--- config.mk ---
export PLATFORM = sky130hd
export DESIGN_NAME = pwm_multi_ctrl
export DESIGN_NICKNAME = d
export VERILOG_FILES = /design/src/rtl/pwm_ctl_pkg.sv /design/src/rtl/pwm_ctl_regs.sv /design/src/rtl/pwm_ctl_chan.sv /design/src/rtl/pwm_multi_ctrl.sv
export SDC_FILE = /design/constraint.sdc
export NUM_CORES = 1
export LEC_CHECK = 0
export BUFFER_PORTS_ARGS = -buffer_cell sky130_fd_sc_hd__buf_4
export CAP_MARGIN = 40
export CELL_PAD_IN_SITES_DETAIL_PLACEMENT = 1
export CELL_PAD_IN_SITES_GLOBAL_PLACEMENT = 1
export CORE_ASPECT_RATIO = 0.8
export CORE_MARGIN = 3
export CORE_UTILIZATION = 53
export CTS_CLUSTER_SIZE = 10
export DETAILED_ROUTE_END_ITERATION = 10
export MAX_ROUTING_LAYER = met4
export PLACE_DENSITY = 0.88
export SLEW_MARGIN = 20
export SYNTH_ARGS = -nofsm -noshare
export SYNTH_HDL_FRONTEND = slang
export SYNTH_SLANG_ARGS = --single-unit
--- constraint.sdc ---
create_clock -name clk -period 5 [get_ports clk]
set_input_delay 0.25 -clock clk [delete_from_list [all_inputs] [get_ports clk]]
set_output_delay 0.25 -clock clk [all_outputs]
set_load 0.1 [all_outputs]
--- src/rtl/pwm_ctl_pkg.sv ---
package pwm_ctl_pkg;

    localparam int PRE_W  = 8;
    localparam int MOD_W  = 8;
    localparam int DUTY_W = 16;

    typedef enum logic [0:0] {
        CH_IDLE   = 1'b0,
        CH_ACTIVE = 1'b1
    } ch_state_e;

    typedef struct packed {
        logic [PRE_W-1:0]  pre;
        logic [MOD_W-1:0]  modv;
        logic [DUTY_W-1:0] duty;
    } pwm_cfg_t;

endpackage

--- src/rtl/pwm_ctl_regs.sv ---
module pwm_ctl_regs
    import pwm_ctl_pkg::*;
#(
    parameter int NUM_CH      = 4,
    parameter int STRIDE_LOG2 = 5,
    parameter int ADDR_W      = 8,
    parameter int DATA_W      = 32
) (
    input  logic                    clk,
    input  logic                    rst_n,
    input  logic                    bus_sel,
    input  logic                    bus_wr,
    input  logic [ADDR_W-1:0]       bus_addr,
    input  logic [DATA_W-1:0]       bus_wdata,
    output logic [DATA_W-1:0]       bus_rdata,
    output logic [NUM_CH-1:0]       en_o,
    output logic [NUM_CH-1:0]       commit_o,
    output pwm_cfg_t [NUM_CH-1:0]   cfg_o
);

    localparam int CH_W = $clog2(NUM_CH);
    localparam logic [STRIDE_LOG2-1:0] OFS_PRE  = STRIDE_LOG2'(8'h00);
    localparam logic [STRIDE_LOG2-1:0] OFS_MOD  = STRIDE_LOG2'(8'h04);
    localparam logic [STRIDE_LOG2-1:0] OFS_DUTY = STRIDE_LOG2'(8'h08);
    localparam logic [STRIDE_LOG2-1:0] OFS_EN   = STRIDE_LOG2'(8'h18);

    logic [CH_W-1:0]        ch_idx;
    logic [STRIDE_LOG2-1:0] ofs;
    logic                   acc_hit;
    logic                   wr_go;

    logic [PRE_W-1:0]  pre_all  [NUM_CH];
    logic [MOD_W-1:0]  mod_all  [NUM_CH];
    logic [DUTY_W-1:0] duty_all [NUM_CH];
    logic              en_all   [NUM_CH];

    assign ofs     = bus_addr[STRIDE_LOG2-1:0];
    assign ch_idx  = bus_addr[STRIDE_LOG2 +: CH_W];
    assign acc_hit = ((bus_addr >> (STRIDE_LOG2 + CH_W)) == '0)
                     && ({1'b0, ch_idx} < (CH_W+1)'(NUM_CH));
    assign wr_go   = bus_sel && bus_wr && acc_hit;

    for (genvar c = 0; c < NUM_CH; c++) begin : g_ch
        logic              hit;
        logic [PRE_W-1:0]  pre_q;
        logic [MOD_W-1:0]  mod_q;
        logic [DUTY_W-1:0] duty_q;
        logic              en_q;

        assign hit = wr_go && (ch_idx == CH_W'(c));

        always_ff @(posedge clk or negedge rst_n) begin
            if (!rst_n) begin
                pre_q  <= '0;
                mod_q  <= '0;
                duty_q <= '0;
                en_q   <= 1'b0;
            end else if (hit) begin
                case (ofs)
                    OFS_PRE:  pre_q  <= bus_wdata[PRE_W-1:0];
                    OFS_MOD:  mod_q  <= bus_wdata[MOD_W-1:0];
                    OFS_DUTY: duty_q <= bus_wdata[DUTY_W-1:0];
                    OFS_EN:   en_q   <= bus_wdata[0];
                    default: ;
                endcase
            end
        end

        assign pre_all[c]  = pre_q;
        assign mod_all[c]  = mod_q;
        assign duty_all[c] = duty_q;
        assign en_all[c]   = en_q;

        assign en_o[c]     = en_q;
        assign commit_o[c] = hit && (ofs == OFS_DUTY);
        assign cfg_o[c]    = '{pre: pre_q, modv: mod_q, duty: bus_wdata[DUTY_W-1:0]};
    end

    always_comb begin
        bus_rdata = '0;
        if (bus_sel && !bus_wr && acc_hit) begin
            case (ofs)
                OFS_PRE:  bus_rdata = DATA_W'(pre_all[ch_idx]);
                OFS_MOD:  bus_rdata = DATA_W'(mod_all[ch_idx]);
                OFS_DUTY: bus_rdata = DATA_W'(duty_all[ch_idx]);
                OFS_EN:   bus_rdata = DATA_W'(en_all[ch_idx]);
                default:  bus_rdata = '0;
            endcase
        end
    end

    // at most one channel commits per access
    p_commit_onehot_r4: assert property (@(posedge clk) disable iff (!rst_n)
        $onehot0(commit_o));

    // bits above the widest field always read zero
    p_read_masked_r1: assert property (@(posedge clk) disable iff (!rst_n)
        (bus_sel && !bus_wr) |-> (bus_rdata[DATA_W-1:DUTY_W] == '0));

endmodule

--- src/rtl/pwm_ctl_chan.sv ---
module pwm_ctl_chan
    import pwm_ctl_pkg::*;
(
    input  logic     clk,
    input  logic     rst_n,
    input  logic     en_i,
    input  logic     commit_i,
    input  pwm_cfg_t cfg_i,
    output logic     pwm_o
);

    ch_state_e         state_q, state_d;
    logic [PRE_W-1:0]  pre_cnt_q;
    logic [MOD_W-1:0]  per_cnt_q;
    pwm_cfg_t          act_q, pend_q, nxt_cfg;
    logic              pend_v_q, nxt_v;
    logic              tick, wrap, load;

    assign nxt_cfg = commit_i ? cfg_i : pend_q;
    assign nxt_v   = commit_i || pend_v_q;
    assign tick    = (pre_cnt_q == act_q.pre);
    assign wrap    = tick && (({1'b0, per_cnt_q} + 1'b1) >= {1'b0, act_q.modv});

    // next-state logic: start, stop, wrap
    always_comb begin
        state_d = state_q;
        load    = 1'b0;
        unique case (state_q)
            CH_IDLE: begin
                if (en_i) begin
                    state_d = CH_ACTIVE;
                    load    = 1'b1;
                end
            end
            CH_ACTIVE: begin
                if (!en_i) begin
                    state_d = CH_IDLE;
                end else if (wrap) begin
                    load = 1'b1;
                end
            end
            default: state_d = CH_IDLE;
        endcase
    end

    // state register
    always_ff @(posedge clk or negedge rst_n) begin
        if (!rst_n) state_q <= CH_IDLE;
        else        state_q <= state_d;
    end

    // counters and configuration slots
    always_ff @(posedge clk or negedge rst_n) begin
        if (!rst_n) begin
            pre_cnt_q <= '0;
            per_cnt_q <= '0;
            act_q     <= '0;
            pend_q    <= '0;
            pend_v_q  <= 1'b0;
        end else begin
            if (state_q != CH_ACTIVE || !en_i) begin
                pre_cnt_q <= '0;
                per_cnt_q <= '0;
            end else if (tick) begin
                pre_cnt_q <= '0;
                per_cnt_q <= wrap ? '0 : per_cnt_q + 1'b1;
            end else begin
                pre_cnt_q <= pre_cnt_q + 1'b1;
            end

            if (load && nxt_v) begin
                act_q    <= nxt_cfg;
                pend_v_q <= 1'b0;
            end else if (commit_i) begin
                pend_q   <= cfg_i;
                pend_v_q <= 1'b1;
            end
        end
    end

    // output logic
    always_comb begin
        pwm_o = en_i && (state_q == CH_ACTIVE) && (act_q.modv != '0)
                && (DUTY_W'(per_cnt_q) < act_q.duty);
    end

    // period counter stays inside the committed period length
    p_cnt_range_r3: assert property (@(posedge clk) disable iff (!rst_n)
        (state_q == CH_ACTIVE && act_q.modv != '0) |-> (per_cnt_q < act_q.modv));

    // prescale counter never passes its limit
    p_pre_range_r3: assert property (@(posedge clk) disable iff (!rst_n)
        (state_q == CH_ACTIVE) |-> (pre_cnt_q <= act_q.pre));

    // active settings change only at a period boundary
    p_cfg_hold_r5: assert property (@(posedge clk) disable iff (!rst_n)
        (state_q == CH_ACTIVE && en_i && !wrap) |=> $stable(act_q));

    // clearing enable returns the channel to idle with zeroed counters
    p_stop_r6: assert property (@(posedge clk) disable iff (!rst_n)
        (state_q == CH_ACTIVE && !en_i) |=> (state_q == CH_IDLE && per_cnt_q == '0));

    // a start begins from counter zero
    p_fresh_r7: assert property (@(posedge clk) disable iff (!rst_n)
        (state_q == CH_IDLE && en_i) |=> (pre_cnt_q == '0 && per_cnt_q == '0));

endmodule

--- src/rtl/pwm_multi_ctrl.sv ---
module pwm_multi_ctrl
    import pwm_ctl_pkg::*;
#(
    parameter int NUM_CH      = 4,
    parameter int STRIDE_LOG2 = 5,
    parameter int ADDR_W      = 8,
    parameter int DATA_W      = 32
) (
    input  logic              clk,
    input  logic              rst_n,
    input  logic              bus_sel,
    input  logic              bus_wr,
    input  logic [ADDR_W-1:0] bus_addr,
    input  logic [DATA_W-1:0] bus_wdata,
    output logic [DATA_W-1:0] bus_rdata,
    output logic [NUM_CH-1:0] pwm_out
);

    logic [NUM_CH-1:0]     ch_en;
    logic [NUM_CH-1:0]     ch_commit;
    pwm_cfg_t [NUM_CH-1:0] ch_cfg;

    pwm_ctl_regs #(
        .NUM_CH      (NUM_CH),
        .STRIDE_LOG2 (STRIDE_LOG2),
        .ADDR_W      (ADDR_W),
        .DATA_W      (DATA_W)
    ) u_regs (
        .clk       (clk),
        .rst_n     (rst_n),
        .bus_sel   (bus_sel),
        .bus_wr    (bus_wr),
        .bus_addr  (bus_addr),
        .bus_wdata (bus_wdata),
        .bus_rdata (bus_rdata),
        .en_o      (ch_en),
        .commit_o  (ch_commit),
        .cfg_o     (ch_cfg)
    );

    for (genvar c = 0; c < NUM_CH; c++) begin : g_chan
        pwm_ctl_chan u_chan (
            .clk      (clk),
            .rst_n    (rst_n),
            .en_i     (ch_en[c]),
            .commit_i (ch_commit[c]),
            .cfg_i    (ch_cfg[c]),
            .pwm_o    (pwm_out[c])
        );
    end

    // a disabled channel never drives its output
    p_idle_quiet_r8: assert property (@(posedge clk) disable iff (!rst_n)
        $past(ch_en == '0) && (ch_en == '0) |-> (pwm_out == '0));

endmodule

# Yosys cells after proc, flatten, opt, wreduce, memory -nomap -nowiden
# Index checks and enable logic that the tools add are counted.
dict set report word_totals {
  reg_bits 460
  latch_bits 0
  ramBits 0
  rom_bits 0
  inputBits 44
  word_cells 230
  memories 0
}
dict set report op_classes {
  n_addsub 12
  mul 0
  n_div 0
  magnitude_cmp 9
  eq_ne 10
  shifts 0
  muxes 62
  bitwise_logic 5
  reduce_logical 76
}
# cell count
set ops {}
lappend ops {{2-to-1 mux 8 bit} 24}
lappend ops {{2-to-1 mux 32 bit} 5}
lappend ops {{adder 8 x 1 -> 8 bit (second input constant)} 8}
lappend ops {{< comparator 8 x 16 -> 1 bit} 4}
lappend ops {{one-hot mux 16 bit (4 select lines)} 1}
lappend ops {{adder 8 x 1 -> 9 bit (second input constant)} 4}
lappend ops {{>= comparator 9 x 8 -> 1 bit} 4}
lappend ops {{binary-select mux 16 bit (select 2 bit)} 1}
lappend ops {{binary-select mux 8 bit (select 2 bit)} 2}
lappend ops {{equality test 8 bit} 4}
lappend ops {{logical AND 1 bit} 32}
lappend ops {{2-to-1 mux 16 bit} 2}
lappend ops {{AND reduction 2 bit} 16}
lappend ops {{nonzero test 8 bit} 4}
lappend ops {{2-to-1 mux 1 bit} 22}
lappend ops {{nonzero test 2 bit} 8}
lappend ops {{logical NOT 8 bit} 1}
lappend ops {{logical OR 1 bit} 8}
lappend ops {{one-hot mux 1 bit (2 select lines)} 4}
lappend ops {{equality test 5 x 3 -> 1 bit (second input constant)} 1}
lappend ops {{equality test 5 x 4 -> 1 bit (second input constant)} 1}
lappend ops {{equality test 5 bit (second input constant)} 1}
lappend ops {{logical NOT 1 bit} 5}
lappend ops {{logical NOT 5 bit} 1}
lappend ops {{other kinds (7)} 11}

# Logic depth before layout (Yosys ltp)
# Gate-level depths: netlist of run 1.
dict set report depth {
  ltp_word 8
  mapped_depth 15
}

# Hierarchy
# A second synthesis of run 1 with hierarchy kept.
dict set report unflattened {
  hier_cells 1939
  area_unflattened_um2 23167.2
}
# mod instances cells_each area_each_um2
set by_module_without_submodules {}
lappend by_module_without_submodules {{pwm_ctl_chan at g_chan[0].u_chan ...} 3 363 4058.9}
lappend by_module_without_submodules {pwm_ctl_regs 1 487 6927.9}
lappend by_module_without_submodules {{pwm_ctl_chan at g_chan[2].u_chan} 1 363 4062.6}

# Least setup slack after synthesis of run 1
# No wires, ideal clock.
dict set report synth_path {
  kind {reg2reg}
  start {register g_chan[0].u_chan.per_cnt_q[0]}
  end {register g_chan[0].u_chan.pend_q[16] (netlist bit)}
  setup_time_ns 0.138
  arrival_ns 3.029
  setup_slack_ns 1.832
  stages_incl_launch_ff 15
  n_path_buf 4
  period_less_slack_ns 3.168
  cell_sequence {dfrtp_1 > ha_1 > nand3_1 > or2_1 > xnor2_1 > ha_1 > a21o_1 > a21oi_1 > o21ai_0 > o21bai_1 > clkbuf_1 > buf_2 > buf_2 > buf_1 > o211ai_1}
}
dict set report synth_between {
  elab_chain_cells 7
}
# item line_no
set synth_rtl {}
lappend synth_rtl {{start: declaration} pwm_ctl_chan.sv:14} ;# logic [MOD_W-1:0] per_cnt_q;
lappend synth_rtl {{start signal: assignment} pwm_ctl_chan.sv:66} ;# per_cnt_q <= wrap ? '0 : per_cnt_q + 1'b1;
lappend synth_rtl {{adder 8 x 1 -> 9 bit} pwm_ctl_chan.sv:22} ;# assign wrap = tick && (({1'b0, per_cnt_q} + 1'b1) >= {1'b0, act_q.modv});
lappend synth_rtl {{>= comparator 9 x 8 -> 1 bit} pwm_ctl_chan.sv:22}
lappend synth_rtl {{logical AND 1 bit} pwm_ctl_chan.sv:22}
lappend synth_rtl {{2-to-1 mux 1 bit} pwm_ctl_chan.sv:38} ;# end else if (wrap) begin
lappend synth_rtl {{2-to-1 mux 1 bit} pwm_ctl_chan.sv:36} ;# if (!en_i) begin
lappend synth_rtl {{one-hot mux 1 bit (2 select lines)} pwm_ctl_chan.sv:28} ;# unique case (state_q)
lappend synth_rtl {{logical AND 1 bit} pwm_ctl_chan.sv:71} ;# if (load && nxt_v) begin
lappend synth_rtl {{end signal: assignment} pwm_ctl_chan.sv:75} ;# pend_q <= cfg_i;
lappend synth_rtl {{end: declaration} pwm_ctl_chan.sv:15} ;# pwm_cfg_t act_q, pend_q, nxt_cfg;
# Every way passes these cells.
# A chain may end at the register's enable or synchronous reset.

# Worst setup path after layout of run 1
dict set report layout_path {
  start {register g_chan[1].u_chan.per_cnt_q[0]}
  end {register g_chan[1].u_chan.act_q[0] (netlist bit)}
}
dict set report layout_between {
  elab_chain_cells 7
}
# item line_no
set layout_rtl {}
lappend layout_rtl {{start: declaration} pwm_ctl_chan.sv:14}
lappend layout_rtl {{start signal: assignment} pwm_ctl_chan.sv:66}
lappend layout_rtl {{adder 8 x 1 -> 9 bit} pwm_ctl_chan.sv:22}
lappend layout_rtl {{>= comparator 9 x 8 -> 1 bit} pwm_ctl_chan.sv:22}
lappend layout_rtl {{logical AND 1 bit} pwm_ctl_chan.sv:22}
lappend layout_rtl {{2-to-1 mux 1 bit} pwm_ctl_chan.sv:38}
lappend layout_rtl {{2-to-1 mux 1 bit} pwm_ctl_chan.sv:36}
lappend layout_rtl {{one-hot mux 1 bit (2 select lines)} pwm_ctl_chan.sv:28}
lappend layout_rtl {{logical AND 1 bit} pwm_ctl_chan.sv:71}
lappend layout_rtl {{end signal: assignment} pwm_ctl_chan.sv:72} ;# act_q <= nxt_cfg;
lappend layout_rtl {{end: declaration} pwm_ctl_chan.sv:15}
# Every way passes these cells.

==> results of run 1 <==
[flip-flops by register name, summed over array words and instances (netlist names)]
register and flops:
u_regs.g_ch.duty_q 64, u_regs.g_ch.pre_q 32, g_chan.u_chan.pend_q 128, g_chan.u_chan.act_q 128, g_chan.u_chan.pend_v_q 4, g_chan.u_chan.pre_cnt_q 32, u_regs.g_ch.en_q 4, g_chan.u_chan.per_cnt_q 32
u_regs.g_ch.mod_q 32, g_chan.u_chan.state_q 4
[through the flow]
step	cells	util (%)	area, um^2
final	3393	58.6	28500
after detailed placement	3302	55.2	26900
after global routing	3392	58.6	28500
after global placement	3300	55.2	26800
after CTS	3382	58.3	28400
after floorplan	2817	-	26300
[Yosys cell counts (14+ instances only)]
| cell | count | area [um^2] |
|---|---|---|
| sky130_fd_sc_hd__a21oi_1 | 50 | 250 |
| sky130_fd_sc_hd__a221oi_1 | 30 | 263 |
| sky130_fd_sc_hd__a311o_1 | 29 | 290 |
| sky130_fd_sc_hd__and2_1 | 18 | 113 |
| sky130_fd_sc_hd__and3_1 | 50 | 313 |
| sky130_fd_sc_hd__and4_1 | 16 | 140 |
| sky130_fd_sc_hd__buf_1 | 14 | 52.6 |
| sky130_fd_sc_hd__buf_2 | 33 | 165 |
| sky130_fd_sc_hd__buf_4 | 24 | 180 |
| sky130_fd_sc_hd__clkbuf_1 | 152 | 571 |
| sky130_fd_sc_hd__dfrtp_1 | 460 | 11500 |
| sky130_fd_sc_hd__ha_1 | 68 | 851 |
| sky130_fd_sc_hd__inv_1 | 82 | 308 |
| sky130_fd_sc_hd__mux2_1 | 34 | 383 |
| sky130_fd_sc_hd__mux2_2 | 100 | 1130 |
| sky130_fd_sc_hd__mux2i_1 | 66 | 661 |
| sky130_fd_sc_hd__mux4_2 | 33 | 743 |
| sky130_fd_sc_hd__nand2_1 | 553 | 2080 |
| sky130_fd_sc_hd__nand3_1 | 282 | 1410 |
| sky130_fd_sc_hd__nand3b_1 | 78 | 586 |
| sky130_fd_sc_hd__nand4_1 | 76 | 475 |
| sky130_fd_sc_hd__nor2_1 | 131 | 492 |
| sky130_fd_sc_hd__nor2b_1 | 34 | 213 |
| sky130_fd_sc_hd__nor4_1 | 24 | 150 |
| sky130_fd_sc_hd__o211ai_1 | 38 | 285 |
| sky130_fd_sc_hd__o21ai_0 | 63 | 315 |
| sky130_fd_sc_hd__o311a_1 | 49 | 490 |
| sky130_fd_sc_hd__o311ai_0 | 18 | 158 |
| sky130_fd_sc_hd__or3_1 | 17 | 106 |
| sky130_fd_sc_hd__xnor2_1 | 18 | 158 |
| sky130_fd_sc_hd__xor2_1 | 62 | 543 |
[report_power, final]
group | switching [mW] | leakage (nW) | internal (mW)
Combinational | 0.502 | 6.36 | 0.228
Sequential | 0.122 | 5.61 | 3.84
Clock | 1.55 | 0.693 | 1.92
[kinds of logic after synthesis]
logic type	share of synthesized area, %
compound gates	9.52
xor+xnor	2.67
fa+ha+maj	3.24
buf+inv	5.18
flops	43.8
mux	11.1
other cells	0.0143
simple gates	24.4
[critical path, delay by kind of cell, from the launching register on]
kind                       cells  cell delay, ns
DFF                            1            0.43
xor gates and xnor gates       1            0.17
and+or+nand+nor                3            0.43
AOI/OAI and AO/OA              5            1.45
buffers and inverters          1            0.44
muxes                          1            0.39
adders and majority gates      2            0.65
[cell type report]
class                   count  area [um^2]
fillers                  5395        20100
multi-input cells        2044        13500
flip-flops and latches    460        11500
clock buffers              67         1390
repair buffers            100          921
well taps                 629          787
inverters                  83          312
clock inverters             4         31.3
diodes                      6         15.0
[metal layers]
metal,GRT usage [%],vias up,routed length (um)
li1,-,9832,-
met1,44.1,11820,35200
met2,54.1,1051,41600
met3,7.15,288,7500
met4,17.2,0,4440
met5,-,-,0
[repair_timing]
item | CTS | global route
hold buffers | 9 | 0
endpoints found under the hold margin | 109 | 0
setup endpoints to repair | 0 | 0
[how the worst max path moves through the flow]
stage / from / endpoint / slack [ns]
after detailed placement: g_chan[1].u_chan.per_cnt_q[0]$_DFFE_PN0P_ / g_chan[1].u_chan.act_q[6]$_DFFE_PN0P_ / 1.00
after global routing: g_chan[1].u_chan.per_cnt_q[0]$_DFFE_PN0P_ / g_chan[1].u_chan.act_q[0]$_DFFE_PN0P_ / 0.74
after floorplan: g_chan[0].u_chan.per_cnt_q[0]$_DFFE_PN0P_ / g_chan[0].u_chan.pend_q[16]$_DFFE_PN0N_ / 1.83
final: g_chan[1].u_chan.per_cnt_q[0]$_DFFE_PN0P_ / g_chan[1].u_chan.act_q[0]$_DFFE_PN0P_ / 0.90
after global placement: g_chan[1].u_chan.per_cnt_q[0]$_DFFE_PN0P_ / g_chan[1].u_chan.act_q[12]$_DFFE_PN0P_ / 1.27
after CTS: g_chan[1].u_chan.per_cnt_q[0]$_DFFE_PN0P_ / g_chan[1].u_chan.act_q[0]$_DFFE_PN0P_ / 0.91
==> flow_results.org, run 1 <==
** Floorplanning
- Boundary Pins :: 80
- Core Area :: 48600 um^2
- Die Ht :: between 200 and 250 um
- Once the floorplan was initialized, standard cells occupied approximately 54% of the core.
- Horiz. Die Dim :: approximately 250 um
- Number of placement rows :: between 70 and 80
- The die covers roughly 52000 um^2.

** STA
- The final critical path takes up around four fifths of the cycle.
- Setup repair after global routing left no endpoint under its margin.
- The final number of max-transition violations is 0.
- Setup TNS :: 0 ns
- Transition time at the pin with the least slew margin :: 0.886 ns
- The count of final hold-check violations is 0.
- Max Fclk :: 244 MHz
- Counting I/O delays and the setup requirement, the final critical path takes roughly 4 ns.
- Min Hold Slack :: about 0.045 ns
- Clock skew on the completed layout was measured at 0.0213 ns.
- Post-route worst setup slack :: around 0.9 ns
- Number of setup violations in the final report :: 0
- Worst relative slew slack :: 40.9%

** Layout
- Net count reported at finish :: 2854
- In the layout the commonest cells are 549 x sky130_fd_sc_hd__nand2_1, 453 x sky130_fd_sc_hd__dfrtp_1, 282 x sky130_fd_sc_hd__nand3_1, 131 x sky130_fd_sc_hd__nor2_1, 100 x sky130_fd_sc_hd__mux2_2.
- In the final layout, the share of cells above drive strength 1 is a little under an eighth.
- Most common library cell in the layout ignoring fill and taps :: sky130_fd_sc_hd__nand2_1
- The area growth from synthesis to layout is 8.55%.

** Drt
- The final layout contains routed wiring with a total length of slightly below 90000 um.
- Remaining antenna violation count :: 0
- Total number of vias :: 22991
- TritonRoute pass-1 iters :: 6
- Dividing the detail-routed wire length by the instance count gives 26.2 um.
- Number of remaining DRC errors :: 0
- Number of DRC markers in iteration 0 :: around 2500
- Dividing the detail-routed via count by the number of cells gives about 6.8.

** Placed design
- Sum of net half-perimeters after detailed placement :: 58800 um
- Routability-driven placement finished with a final weighted congestion of roughly 0.9.
- Pre-CTS setup slack :: roughly 1.0 ns
- IO buf count :: 47

** Clocking
- Max Root-Sink Buffers :: 3
- TritonCTS built the clock tree.
- Clock Latency Late Sink :: just over 0.6 ns
- Cts repair resizes :: 0
- Library cell used as clock root buffer :: sky130_fd_sc_hd__clkbuf_16
- After clock tree synthesis, the clock-pin slew on the worst setup and hold paths is about 0.06 ns.
- Setup repair bufs after CTS :: 0
- CTS built an H-tree with a depth of 2.
- Num CTS Buffers :: between 50 and 60
- Clock sinks :: 460

** Logic synthesis
- After synthesis the cells add up to between 20000 and 30000 um^2.
- Number of enable-type register cells in the synthesized netlist :: 0
- A synthesized cell averages ~9.4 um^2.
- Count of state elements after synthesis :: 460
- Number of different library cells in the post-synthesis netlist :: 61
- For this run, the register share of the synthesized area comes to a little over two fifths.
- After synthesis, the share of flip-flops with an asynchronous set or reset is 100%.
- Primary FF master, synth :: sky130_fd_sc_hd__dfrtp_1
- Yosys printed 0 warnings.
- Syn Inst Count :: between 2000 and 3000

** Power
- Sum of internal, switching and leakage power :: 8.16 mW
- PwrDens :: between 200 and 300 nW/um^2
- The worst-case IR drop observed on VDD is approximately 220 uV.
- Leakage dissipation :: 12.7 nW

** Setup path
- Data on the critical path is required at its endpoint by approximately 5.5 ns.
- Critical path type :: flip-flop to flip-flop
- Data on the critical path arrives at its endpoint at between 4 and 5 ns.
- The worst register-to-register path ends at g_chan[1].u_chan.act_q[0]$_DFFE_PN0P_.
- Along the worst path, the maximum fanout reaches 23.
- The worst register-to-register path begins at g_chan[1].u_chan.per_cnt_q[0]$_DFFE_PN0P_.
- For the worst flop-to-flop path, the logic depth is 13.
- Startpoint type of the worst setup path :: flip-flop
- Slowest stage cell, crit path :: sky130_fd_sc_hd__a211oi_4
- Biggest cell delay along the critical path :: ~0.63 ns
- Type of element capturing the critical path :: flip-flop
- Flop2flop setup slack :: 0.90 ns
- Walking the worst path, the cells encountered are ha_1 > nand2_1 > nor2_1 > nand2_1 > xnor2_1 > ha_1 > a21oi_1 > a21boi_0 > a311oi_1 > a21o_1 > a211oi_4 > buf_4 > mux2_2.

** Global route
- GRT Util Overall :: a little over a third
- Entering global routing, the biggest net connects 150 pins.
- Residual overflow from global routing :: 0
- The number of global-route vias before repair was 24147.
- The first global-routing pass estimated ~140000 um of wire.
- The number of antenna violations at the first check in global routing came to 4.

** Worst hold path
- For hold timing, the worst endpoint is g_chan[1].u_chan.pend_q[5]$_DFFE_PN0N_.
- The worst hold path begins at bus_wdata[5].
- The worst hold path belongs to the class input port to flip-flop.
- Number of instances on the worst hold path :: 3

** Run status
- Run status :: complete, no violations

** Run
- Across the run, the number of max-cap violations was 0.
Power figures use the tool's default switching activity.
==> run 2, diff against run 1 <==
--- a/config.mk
+++ b/config.mk
@@ -11,11 +11,11 @@
 export CELL_PAD_IN_SITES_GLOBAL_PLACEMENT = 1
 export CORE_ASPECT_RATIO = 0.8
 export CORE_MARGIN = 3
-export CORE_UTILIZATION = 53
+export CORE_UTILIZATION = 45
 export CTS_CLUSTER_SIZE = 10
 export DETAILED_ROUTE_END_ITERATION = 10
 export MAX_ROUTING_LAYER = met4
-export PLACE_DENSITY = 0.88
+export PLACE_DENSITY = 0.79
 export SLEW_MARGIN = 20
 export SYNTH_ARGS = -nofsm -noshare
 export SYNTH_HDL_FRONTEND = slang
==> constraint.sdc (replaced) <==
create_clock -name clk -period 3.6 [get_ports clk]
set_input_delay 0.18 -clock clk [delete_from_list [all_inputs] [get_ports clk]]
set_output_delay 0.18 -clock clk [all_outputs]
set_load 0.1 [all_outputs]
==> run 2 against run 1 <==
Via count down 2.2%. Fmax up 19%. Power up 41%. Die area up 17%. Clock skew up 0.0076 ns. Sequential share of layout area down 0.81 points. Routed wire length down 3.1%. Sequential power up 39%. Count of clock-buffer cells in the layout up 1. Non-clock buffer count up 32. Largest power group unchanged.
==> flow_results.org, run 2 (synthesis gave the netlist of run 1 again) <==
** Clocking
- The CTS tree was done (unchanged).
- Clock sinks :: 460 (unchanged)
- Max Root-Sink Buffers :: 3 (unchanged)
- Clock-pin slew of the registers on the worst-case setup and hold paths :: 0.06 ns (about the same)
- The insertion delay of the later-clocked pin in the worst-skew pair came to 0.61 ns (was 0.62 ns).
- The maximum level of the CTS H-tree was 2 (unchanged).
- The number of clock buffers inserted by TritonCTS is 53 (unchanged).
- The cell chosen for the clock root is sky130_fd_sc_hd__clkbuf_16 (unchanged).

** Layout
- Most frequent cells in the layout: 549 x sky130_fd_sc_hd__nand2_1, 452 x sky130_fd_sc_hd__dfrtp_1, 282 x sky130_fd_sc_hd__nand3_1, 129 x sky130_fd_sc_hd__nor2_1 (was 549 x sky130_fd_sc_hd__nand2_1, 453 x sky130_fd_sc_hd__dfrtp_1, 282 x sky130_fd_sc_hd__nand3_1, 131 x sky130_fd_sc_hd__nor2_1, 100 x sky130_fd_sc_hd__mux2_2).
- The number of standard cells in the layout, taps in and fillers out came to 3557 (was 3393).
- Most common library cell in the layout ignoring fill and taps :: sky130_fd_sc_hd__nand2_1 (unchanged)
- The area used by sequential logic in the layout came to 11500 um^2 (about the same).
- Multi-input combinational cell area :: 13600 um^2 (was 13500 um^2)
- The number of nets at the end of the flow is 2888 (was 2854).
- Area of all placed cells without fillers :: 29100 um^2 (was 28500 um^2)
- P&R area growth vs syn :: 10.8% (was 8.55%)
- The final-layout fill cell count was 6470 (was 5395).
- Largest registers in the final layout :: g_chan.u_chan.act_q x128, g_chan.u_chan.pend_q x128, u_regs.g_ch.duty_q x64 (unchanged)
- Share of cells above drive strength 1 :: 12.6% (was 11.4%)

** Setup path
- The startpoint type of the worst setup path was a flip-flop (unchanged).
- The data arrival time of the critical path is 3.91 ns (was 4.58 ns).
- Type of element capturing the critical path :: flip-flop (unchanged)
- Critical path type :: flip-flop to flip-flop (unchanged)
- The data required time at the worst endpoint was 4.07 ns (was 5.49 ns).
- Critical-path maximum fanout :: 16 (was 23)
- Flop2flop setup slack :: 0.16 ns (was 0.90 ns)

** STA
- The maximum clock frequency came to 290 MHz (was 244 MHz).
- Final clock skew :: 0.0288 ns (was 0.0213 ns)
- Max Slew Vio Count :: 0 (unchanged)
- The remaining max-slew budget at the tightest pin was 32.7% (was 40.9%).
- Hold violation count in the final report :: 0 (unchanged)
- Min Tclk post-route :: 3.44 ns (was 4.10 ns)
- Transition time at the pin with the least slew margin :: 1.00 ns (was 0.886 ns)
- Number of setup violations in the final report :: 0 (unchanged)
- Post-route worst setup slack :: 0.155 ns (was 0.903 ns)
- The period utilization came to 95.7% (was 81.9%).
- Setup TNS :: 0 ns (unchanged)

** Power
- The sum of internal, switching and leakage power is 11.5 mW (was 8.16 mW).
- The leakage power came to 12.8 nW (was 12.7 nW).
- The worst-case vdd ir drop came to 329 uV (was 221 uV).
- The total power per unit cell area was 395 nW/um^2 (was 286 nW/um^2).

** Placed design
- Placed Instances :: 3458 (was 3302)
- The placed wire-length estimate came to 57700 um (was 58800 um).
- Dpl cell area :: 27300 um^2 (was 26900 um^2)
- Placer congestion estimate :: 0.976 (was 0.912)
- Pre-CTS setup slack :: -0.00305 ns (was 1.00 ns)
- The count of port buffers added during placement came to 47 (unchanged).

** Run
- Max-cap violations :: 0 (unchanged)

** Worst hold path
- Class of the most critical hold timing path :: input port to flip-flop (unchanged)

** Global route
- The leftover overflow at the end of global routing was 0 (unchanged).
- Initial antenna violation count :: 4 (unchanged)
- The aggregate global-route resource usage is 28.2% (was 35.0%).
- Pin count of the biggest net entering global routing :: 110 (was 150)
- Number of global-route vias before repair :: 23420 (was 24147)
- Global-route wire length before repair :: 135000 um (was 138000 um)

** Floorplanning
- The effective utilization at floorplan was 45.9% (was 54.0%).
- DIE AREA :: 61300 um^2 (was 52300 um^2)
- Die Ht :: 222 um (was 205 um)
- Core Area :: 57200 um^2 (was 48600 um^2)
- Boundary Pins :: 80 (unchanged)
- The x dimension of the die was 276 um (was 255 um).
- Number of placement rows :: 78 (was 72)

** Drt
- The total via count in the routed design was 22492 (was 22991).
- Wirelength, routed :: 86000 um (was 88800 um)
- Mean routed wirelength per cell :: 24.2 um (was 26.2 um)
- The residual antenna-violating net count after detailed routing is 0 (unchanged).
- The number of vias per cell after detailed routing came to 6.32 (was 6.78).
- TritonRoute pass-1 iters :: 6 (unchanged)
- The total DRC errors in the routed layout is 0 (unchanged).
- Number of DRC markers in iteration 0 :: 1792 (was 2521)

** Run status
- Run status :: complete, no violations (unchanged)
## run 2: cell count changes in the layout (fill, tap and decap cells not counted), moves of 2 or more
cell	previous run	this run
sky130_fd_sc_hd__buf_4	80	100
sky130_fd_sc_hd__dlygate4sd3_1	9	17
sky130_fd_sc_hd__buf_12	5	10
sky130_fd_sc_hd__buf_16	4	1
sky130_fd_sc_hd__a21oi_2	0	2
sky130_fd_sc_hd__bufinv_16	0	2
sky130_fd_sc_hd__diode_2	6	4
sky130_fd_sc_hd__nor2_1	131	129
sky130_fd_sc_hd__nor2_2	0	2
## run 2: path summary, 6_finish.rpt
| path | startpoint | endpoint | cells after the start |
|---|---|---|---|
| max | g_chan[2].u_chan.per_cnt_q[1]$_DFFE_PN0P_ | g_chan[2].u_chan.act_q[29]$_DFFE_PN0P_ | 13 |
| min | bus_addr[0] | u_regs.g_ch[0].en_q$_DFFE_PN0P_ | 5 |
| max reg2reg | g_chan[2].u_chan.per_cnt_q[1]$_DFFE_PN0P_ | g_chan[2].u_chan.act_q[29]$_DFFE_PN0P_ | 13 |
| min reg2reg | u_regs.g_ch[1].duty_q[13]$_DFFE_PN0P_ | u_regs.g_ch[1].duty_q[13]$_DFFE_PN0P_ | 2 |
| max in group asynchronous | rst_n | g_chan[0].u_chan.state_q$_DFF_PN0_ | 3 |
| min in group asynchronous | rst_n | g_chan[1].u_chan.per_cnt_q[6]$_DFFE_PN0P_ | 2 |
## run 2: area by class of cell
class | instances | share of cell area, %
multi-input combinational | 2046 | 46.8
timing repair buffer | 132 | 4.16
antenna | 4 | 0.0344
tap | 760 | 3.27
clock inverter | 4 | 0.267
clock buffer | 68 | 4.82
inverter | 83 | 1.07
sequential | 460 | 39.6
## run 2: worst max-delay path, stage by stage (launching register included)
cell and delay [ns]:
sky130_fd_sc_hd__dfrtp_1 0.42, sky130_fd_sc_hd__ha_1 0.26, sky130_fd_sc_hd__nand3_1 0.19, sky130_fd_sc_hd__nor2_2 0.25, sky130_fd_sc_hd__xor2_1 0.17, sky130_fd_sc_hd__ha_1 0.29, sky130_fd_sc_hd__a21oi_1 0.14, sky130_fd_sc_hd__a21boi_0 0.13
sky130_fd_sc_hd__a311oi_1 0.33, sky130_fd_sc_hd__buf_4 0.21, sky130_fd_sc_hd__a21oi_4 0.07, sky130_fd_sc_hd__o221ai_4 0.26, sky130_fd_sc_hd__clkbuf_16 0.27, sky130_fd_sc_hd__mux2_1 0.33
## run 2: layer usage
layer	vias up	wire length (um)	track usage [%]
met1	11678	37500	37.7
li1	9931	-	-
met3	171	5590	4.27
met5	-	0	-
met4	0	3110	10.0
met2	712	39800	44.0
## run 2: power by group
part	switching (mW)	internal, mW
sequential	0.162	5.33
clock	2.14	2.82
combinational	0.691	0.334
## run 2: through the flow
stage               hold slack [ns]  util, %
floorplan                    -0.116        -
global placement              0.164     47.6
detailed placement            0.167     47.7
CTS                          0.0584     50.5
global route                  0.103     50.9
finish                       0.0805     50.9
## run 2: repair_timing
action / in CTS / in global routing
setup buffers: 1 / 1
endpoints found under the setup margin: 15 / 170
pin swaps: 1 / 2
gates cloned: 0 / 3
hold buffers: 17 / 0
hold endpoints to repair: 165 / 0
resized for setup: 0 / 17
==> run 3, diff against run 2 <==
--- a/config.mk
+++ b/config.mk
@@ -11,12 +11,13 @@
 export CELL_PAD_IN_SITES_GLOBAL_PLACEMENT = 1
 export CORE_ASPECT_RATIO = 0.8
 export CORE_MARGIN = 3
-export CORE_UTILIZATION = 45
+export CORE_UTILIZATION = 46
 export CTS_CLUSTER_SIZE = 10
 export DETAILED_ROUTE_END_ITERATION = 10
 export MAX_ROUTING_LAYER = met4
-export PLACE_DENSITY = 0.79
+export PLACE_DENSITY = 0.78
 export SLEW_MARGIN = 20
 export SYNTH_ARGS = -nofsm -noshare
 export SYNTH_HDL_FRONTEND = slang
+export SYNTH_HIERARCHICAL = 1
 export SYNTH_SLANG_ARGS = --single-unit
==> run 3 against run 2 <==
Global-route usage is 4.7 points lower. Routed wire length fell by 30%. First-iteration DRC count is 44% lower. Die area is 13% lower. Clock power is 6.4% lower.
==> flow_results.org, run 3 <==
** Clocking
- CTS tree :: done (unchanged)
- Library cell used as clock root buffer :: sky130_fd_sc_hd__clkbuf_16 (unchanged)
- Number of H-tree levels :: 2 (unchanged)
- Clock-pin slew of the registers on the worst-case setup and hold paths :: 0.06 ns (about the same)
- The clock sink count is 460 (unchanged).
- The number of clock buffers inserted by TritonCTS is 52 (was 53).
- The buffer depth of the longest clock path is 3 (unchanged).
- The insertion delay of the later-clocked pin in the worst-skew pair was 0.59 ns (was 0.61 ns).

** Floorplanning
- The x dimension of the die came to 257 um (was 276 um).
- Core Area :: 49000 um^2 (was 57200 um^2)
- Boundary Pins :: 80 (unchanged)
- Die Ht :: 207 um (was 222 um)
- The die area came to 53100 um^2 (was 61300 um^2).
- The effective utilization at floorplan is 47.3% (was 45.9%).
- Number of placement rows :: 72 (was 78)

** Layout
- Fillers :: 5010 (was 6470)
- Largest registers in the final layout :: g_chan.u_chan/act_q x128, g_chan.u_chan/pend_q x128, u_regs/g_ch.duty_q x64 (was g_chan.u_chan.act_q x128, g_chan.u_chan.pend_q x128, u_regs.g_ch.duty_q x64)
- The area used by multi-input combinational logic came to 10400 um^2 (was 13600 um^2).
- P&R area growth vs syn :: 9.10% (was 10.8%)
- Most common library cell in the layout ignoring fill and taps :: sky130_fd_sc_hd__dfrtp_1 (was sky130_fd_sc_hd__nand2_1)
- The fraction of final layout cells with drive strength greater than 1 is 22.3% (was 12.6%).
- Most frequent cells in the layout :: 457 x sky130_fd_sc_hd__dfrtp_1, 204 x sky130_fd_sc_hd__mux2_2, 170 x sky130_fd_sc_hd__nor2_1, 156 x sky130_fd_sc_hd__a21oi_1, 124 x sky130_fd_sc_hd__mux2i_1 (was 549 x sky130_fd_sc_hd__nand2_1, 452 x sky130_fd_sc_hd__dfrtp_1, 282 x sky130_fd_sc_hd__nand3_1, 129 x sky130_fd_sc_hd__nor2_1)
- The number of nets at the end of the flow was 2034 (was 2888).
- The area used by sequential logic in the layout came to 11500 um^2 (about the same).
- Post-layout utilization of the core :: 51.6% (was 50.9%)

** Setup path
- The data required time at the worst endpoint came to 4.06 ns (was 4.07 ns).
- The largest fanout on the critical path was 16 (unchanged).
- Slowest stage cell, crit path :: sky130_fd_sc_hd__dfrtp_1 (unchanged)
- Most common cell type on the critical path :: sky130_fd_sc_hd__nand3_1 (was sky130_fd_sc_hd__ha_1)
- Worst EP arrival :: 3.84 ns (was 3.91 ns)
- Length in cells of the worst reg-to-reg path :: 13 (unchanged)
- The worst flop-to-flop path startpoint is g_chan[3].u_chan/per_cnt_q[1]$_DFFE_PN0P_ (was g_chan[2].u_chan.per_cnt_q[1]$_DFFE_PN0P_).
- The critical path capture point type was a flip-flop (unchanged).
- Cells traversed along the worst timing path :: ha_2 > nand3_1 > inv_1 > nand3_1 > xnor2_1 > ha_1 > and3_1 > a221oi_1 > o21a_2 > a21oi_1 > a21oi_4 > buf_12 > mux2_2 (was ha_1 > nand3_1 > nor2_2 > xor2_1 > ha_1 > a21oi_1 > a21boi_0 > a311oi_1 > buf_4 > a21oi_4 > o221ai_4 > clkbuf_16 > mux2_1)
- Biggest cell delay along the critical path :: 0.42 ns (about the same)
- End of the worst register-to-register path :: g_chan[3].u_chan/pend_q[11]$_DFFE_PN0N_ (was g_chan[2].u_chan.act_q[29]$_DFFE_PN0P_)
- Flop2flop setup slack :: 0.23 ns (was 0.16 ns)
- The critical path class was flip-flop to flip-flop (unchanged).
- The startpoint type of the worst setup path was a flip-flop (unchanged).

** Drt
- The final routed wirelength across all metal layers was 60500 um (was 86000 um).
- Mean number of vias per cell :: 5.79 (was 6.32)
- Mean routed wirelength per cell :: 23.3 um (was 24.2 um)
- The residual antenna-violating net count after detailed routing is 0 (unchanged).
- Total number of vias :: 15029 (was 22492)
- The DRC violation total after the first TritonRoute iteration came to 999 (was 1792).
- The total DRC errors in the routed layout is 0 (unchanged).
- TritonRoute pass-1 iters :: 5 (was 6)

** Placed design
- The post-placement worst setup slack is 0.0284 ns (was -0.00305 ns).
- Sum of net half-perimeters after detailed placement :: 39400 um (was 57700 um)
- Placer congestion estimate :: 0.877 (was 0.976)
- IO buf count :: 47 (unchanged)

** Global route
- The global-route wire length before repair came to 95600 um (was 135000 um).
- The most crowded layer after global routing was met2 (unchanged).
- The leftover overflow at the end of global routing is 0 (unchanged).
- The aggregate global-route resource usage was 23.6% (was 28.2%).
- The global-route met2 utilization was 37.9% (was 44.0%).
- The routing usage on met1 was 31.1% (was 37.7%).
- The number of global-route vias before repair is 16429 (was 23420).
- The largest net degree at the start of global routing came to 106 (was 110).
- The number of antenna violations at the first check in global routing was 2 (was 4).
- Global routing usage on met3 :: 4.17% (was 4.27%)

** Power
- The total power per unit cell area was 427 nW/um^2 (was 395 nW/um^2).
- Sum of internal, switching and leakage power :: 10.8 mW (was 11.5 mW)
- Leakage dissipation :: 11.9 nW (was 12.8 nW)
- The worst-case vdd ir drop is 336 uV (was 329 uV).

** STA
- Hold violation count in the final report :: 0 (unchanged)
- Number of setup violations in the final report :: 0 (unchanged)
- Worst relative slew slack :: 39.3% (was 32.7%)
- The final number of max-transition violations is 0 (unchanged).
- The total negative slack for setup checks was 0 ns (unchanged).
- The maximum clock frequency was 296 MHz (was 290 MHz).
- Min Tclk post-route :: 3.37 ns (was 3.44 ns)
- Final period utilization :: 93.7% (was 95.7%)
- The measured slew at the worst slew-check pin came to 0.910 ns (was 1.00 ns).
- Setup repair after global routing left no endpoint under its margin.
- The setup skew after layout came to 0.0278 ns (was 0.0288 ns).
- The slack of the critical path was 0.225 ns (was 0.155 ns).

** Logic synthesis
- The synthesis-stage register bit count was 460 (unchanged).
- The number of distinct standard cells referenced by the synthesized netlist came to 52 (was 61).
- Post-synthesis average cell area :: 11.9 um^2 (was 9.37 um^2)
- Leading cell types by total area after synthesis :: sky130_fd_sc_hd__dfrtp_1 50%, sky130_fd_sc_hd__mux2_2 9.9%, sky130_fd_sc_hd__mux2i_1 5.4% (was sky130_fd_sc_hd__dfrtp_1 44%, sky130_fd_sc_hd__nand2_1 7.9%, sky130_fd_sc_hd__nand3_1 5.4%)
- The most frequent cell after synthesis is sky130_fd_sc_hd__dfrtp_1 (was sky130_fd_sc_hd__nand2_1).
- Top cell type's share of synthesized area :: 49.7% (was 43.8%)
- The netlist area before placement was 23200 um^2 (was 26300 um^2).
- The number of warnings reported in the yosys synthesis log is 6 (was 0).
- The post-synthesis instance total was 1939 (was 2802).
- The part of the Yosys area used for sequential elements was 49.7% (was 43.8%).
- Number of enable-type register cells in the synthesized netlist :: 0 (unchanged)
- Top post-synthesis cells by count: 460 x sky130_fd_sc_hd__dfrtp_1, 204 x sky130_fd_sc_hd__mux2_2, 170 x sky130_fd_sc_hd__nor2_1, 156 x sky130_fd_sc_hd__a21oi_1, 124 x sky130_fd_sc_hd__mux2i_1 (was 553 x sky130_fd_sc_hd__nand2_1, 460 x sky130_fd_sc_hd__dfrtp_1, 282 x sky130_fd_sc_hd__nand3_1, 152 x sky130_fd_sc_hd__clkbuf_1, 131 x sky130_fd_sc_hd__nor2_1).
- The prevailing post-synth register cell was sky130_fd_sc_hd__dfrtp_1 (unchanged).
- The biggest area consumer among synthesized cells is sky130_fd_sc_hd__dfrtp_1 (unchanged).
- Fraction of registers with async set/reset :: 100% (unchanged)

** Worst hold path
- The kind of path behind the tightest hold check is input port to flip-flop (unchanged).
- Min-Delay Startpoint :: bus_wdata[9] (was bus_addr[0])
- The destination of the worst hold path is u_regs/g_ch[3].duty_q[9]$_DFFE_PN0P_ (was u_regs.g_ch[0].en_q$_DFFE_PN0P_).
- The worst hold path depth came to 2 (was 5).

** Run status
- Run status: complete, no violations (unchanged).

** Run
- Max-cap violations :: 0 (unchanged)
==> run 3: cell count changes in the layout (fill, tap and decap cells not counted), moves of 49 or more <==
cell	change
sky130_fd_sc_hd__mux2i_1	+58
sky130_fd_sc_hd__nand2_1	-521
sky130_fd_sc_hd__o311a_1	-49
sky130_fd_sc_hd__nand3b_1	-69
sky130_fd_sc_hd__nand3_1	-221
sky130_fd_sc_hd__a21oi_1	+108
sky130_fd_sc_hd__mux2_2	+104
sky130_fd_sc_hd__nand4_1	-65
==> run 3: cells by family after synthesis <==
family / synth area share (%)
mux: 21.3
compound gates: 7.78
simple gates: 8.41
xor+xnor: 3.02
flops: 49.7
buf+inv: 6.06
other cells: 0.0162
fa+ha+maj: 3.67
==> run 3: layer usage <==
layer	wire length, um	share of wire [%]
met4	1720	2.8
met2	28500	47
met5	0	0
met1	27400	45
met3	2880	4.8
==> run 3: power by group <==
part | internal (mW) | switching [mW]
Clock | 2.64 | 2.02
Sequential | 5.29 | 0.105
Combinational | 0.238 | 0.515
Total | 8.17 | 2.64
==> run 3: cell type report <==
class                   count  area share (%)
flip-flops and latches    460            45.6
multi-input cells        1241            41.0
clock buffers              59            5.42
repair buffers             94            3.49
well taps                 666            3.30
inverters                  73            1.08
clock inverters             2          0.0941
diodes                      2          0.0198
==> run 3: what timing repair did <==
action	CTS	global route
setup buffers	0	3
gates resized for setup	1	12
pin swaps	1	1
endpoints found under the setup margin	15	148
hold buffers	1	0
cloned	0	0
endpoints found under the hold margin	96	0
==> run 3: stage by stage <==
stage	area [um^2]	instances	hold slack, ns
6_report	25300	2597	0.0420
5_1_grt	25300	2596	0.0310
4_1_cts	25200	2591	0.0244
3_5_place_dp	23800	2529	0.323
3_3_place_gp	23800	2529	0.307
2_1_floorplan	23200	1954	-0.116
==> run 3: worst max path at each step <==
stage / from / end / slack [ns] / cells past startpoint
after floorplan: g_chan[0].u_chan/per_cnt_q[0]$_DFFE_PN0P_ / g_chan[0].u_chan/pend_q[10]$_DFFE_PN0N_ / 0.54 / 13
after global placement: g_chan[1].u_chan/per_cnt_q[1]$_DFFE_PN0P_ / g_chan[1].u_chan/act_q[30]$_DFFE_PN0P_ / 0.23 / 13
after detailed placement: g_chan[1].u_chan/per_cnt_q[1]$_DFFE_PN0P_ / g_chan[1].u_chan/act_q[17]$_DFFE_PN0P_ / 0.03 / 13
after CTS: g_chan[1].u_chan/per_cnt_q[1]$_DFFE_PN0P_ / g_chan[1].u_chan/pend_q[8]$_DFFE_PN0N_ / 0.06 / 13
after global routing: g_chan[1].u_chan/per_cnt_q[1]$_DFFE_PN0P_ / g_chan[1].u_chan/pend_q[26]$_DFFE_PN0N_ / 0.009 / 13
final: g_chan[3].u_chan/per_cnt_q[1]$_DFFE_PN0P_ / g_chan[3].u_chan/pend_q[11]$_DFFE_PN0N_ / 0.23 / 13
==> run 3: critical path: cells and delay by family (launching register included) <==
| kind | cells | cell delay (ns) |
|---|---|---|
| mux | 1 | 0.35 |
| flops | 1 | 0.42 |
| compound gates | 4 | 0.93 |
| simple gates | 3 | 0.54 |
| xor+xnor | 1 | 0.17 |
| fa+ha+maj | 2 | 0.54 |
| buf+inv | 2 | 0.29 |
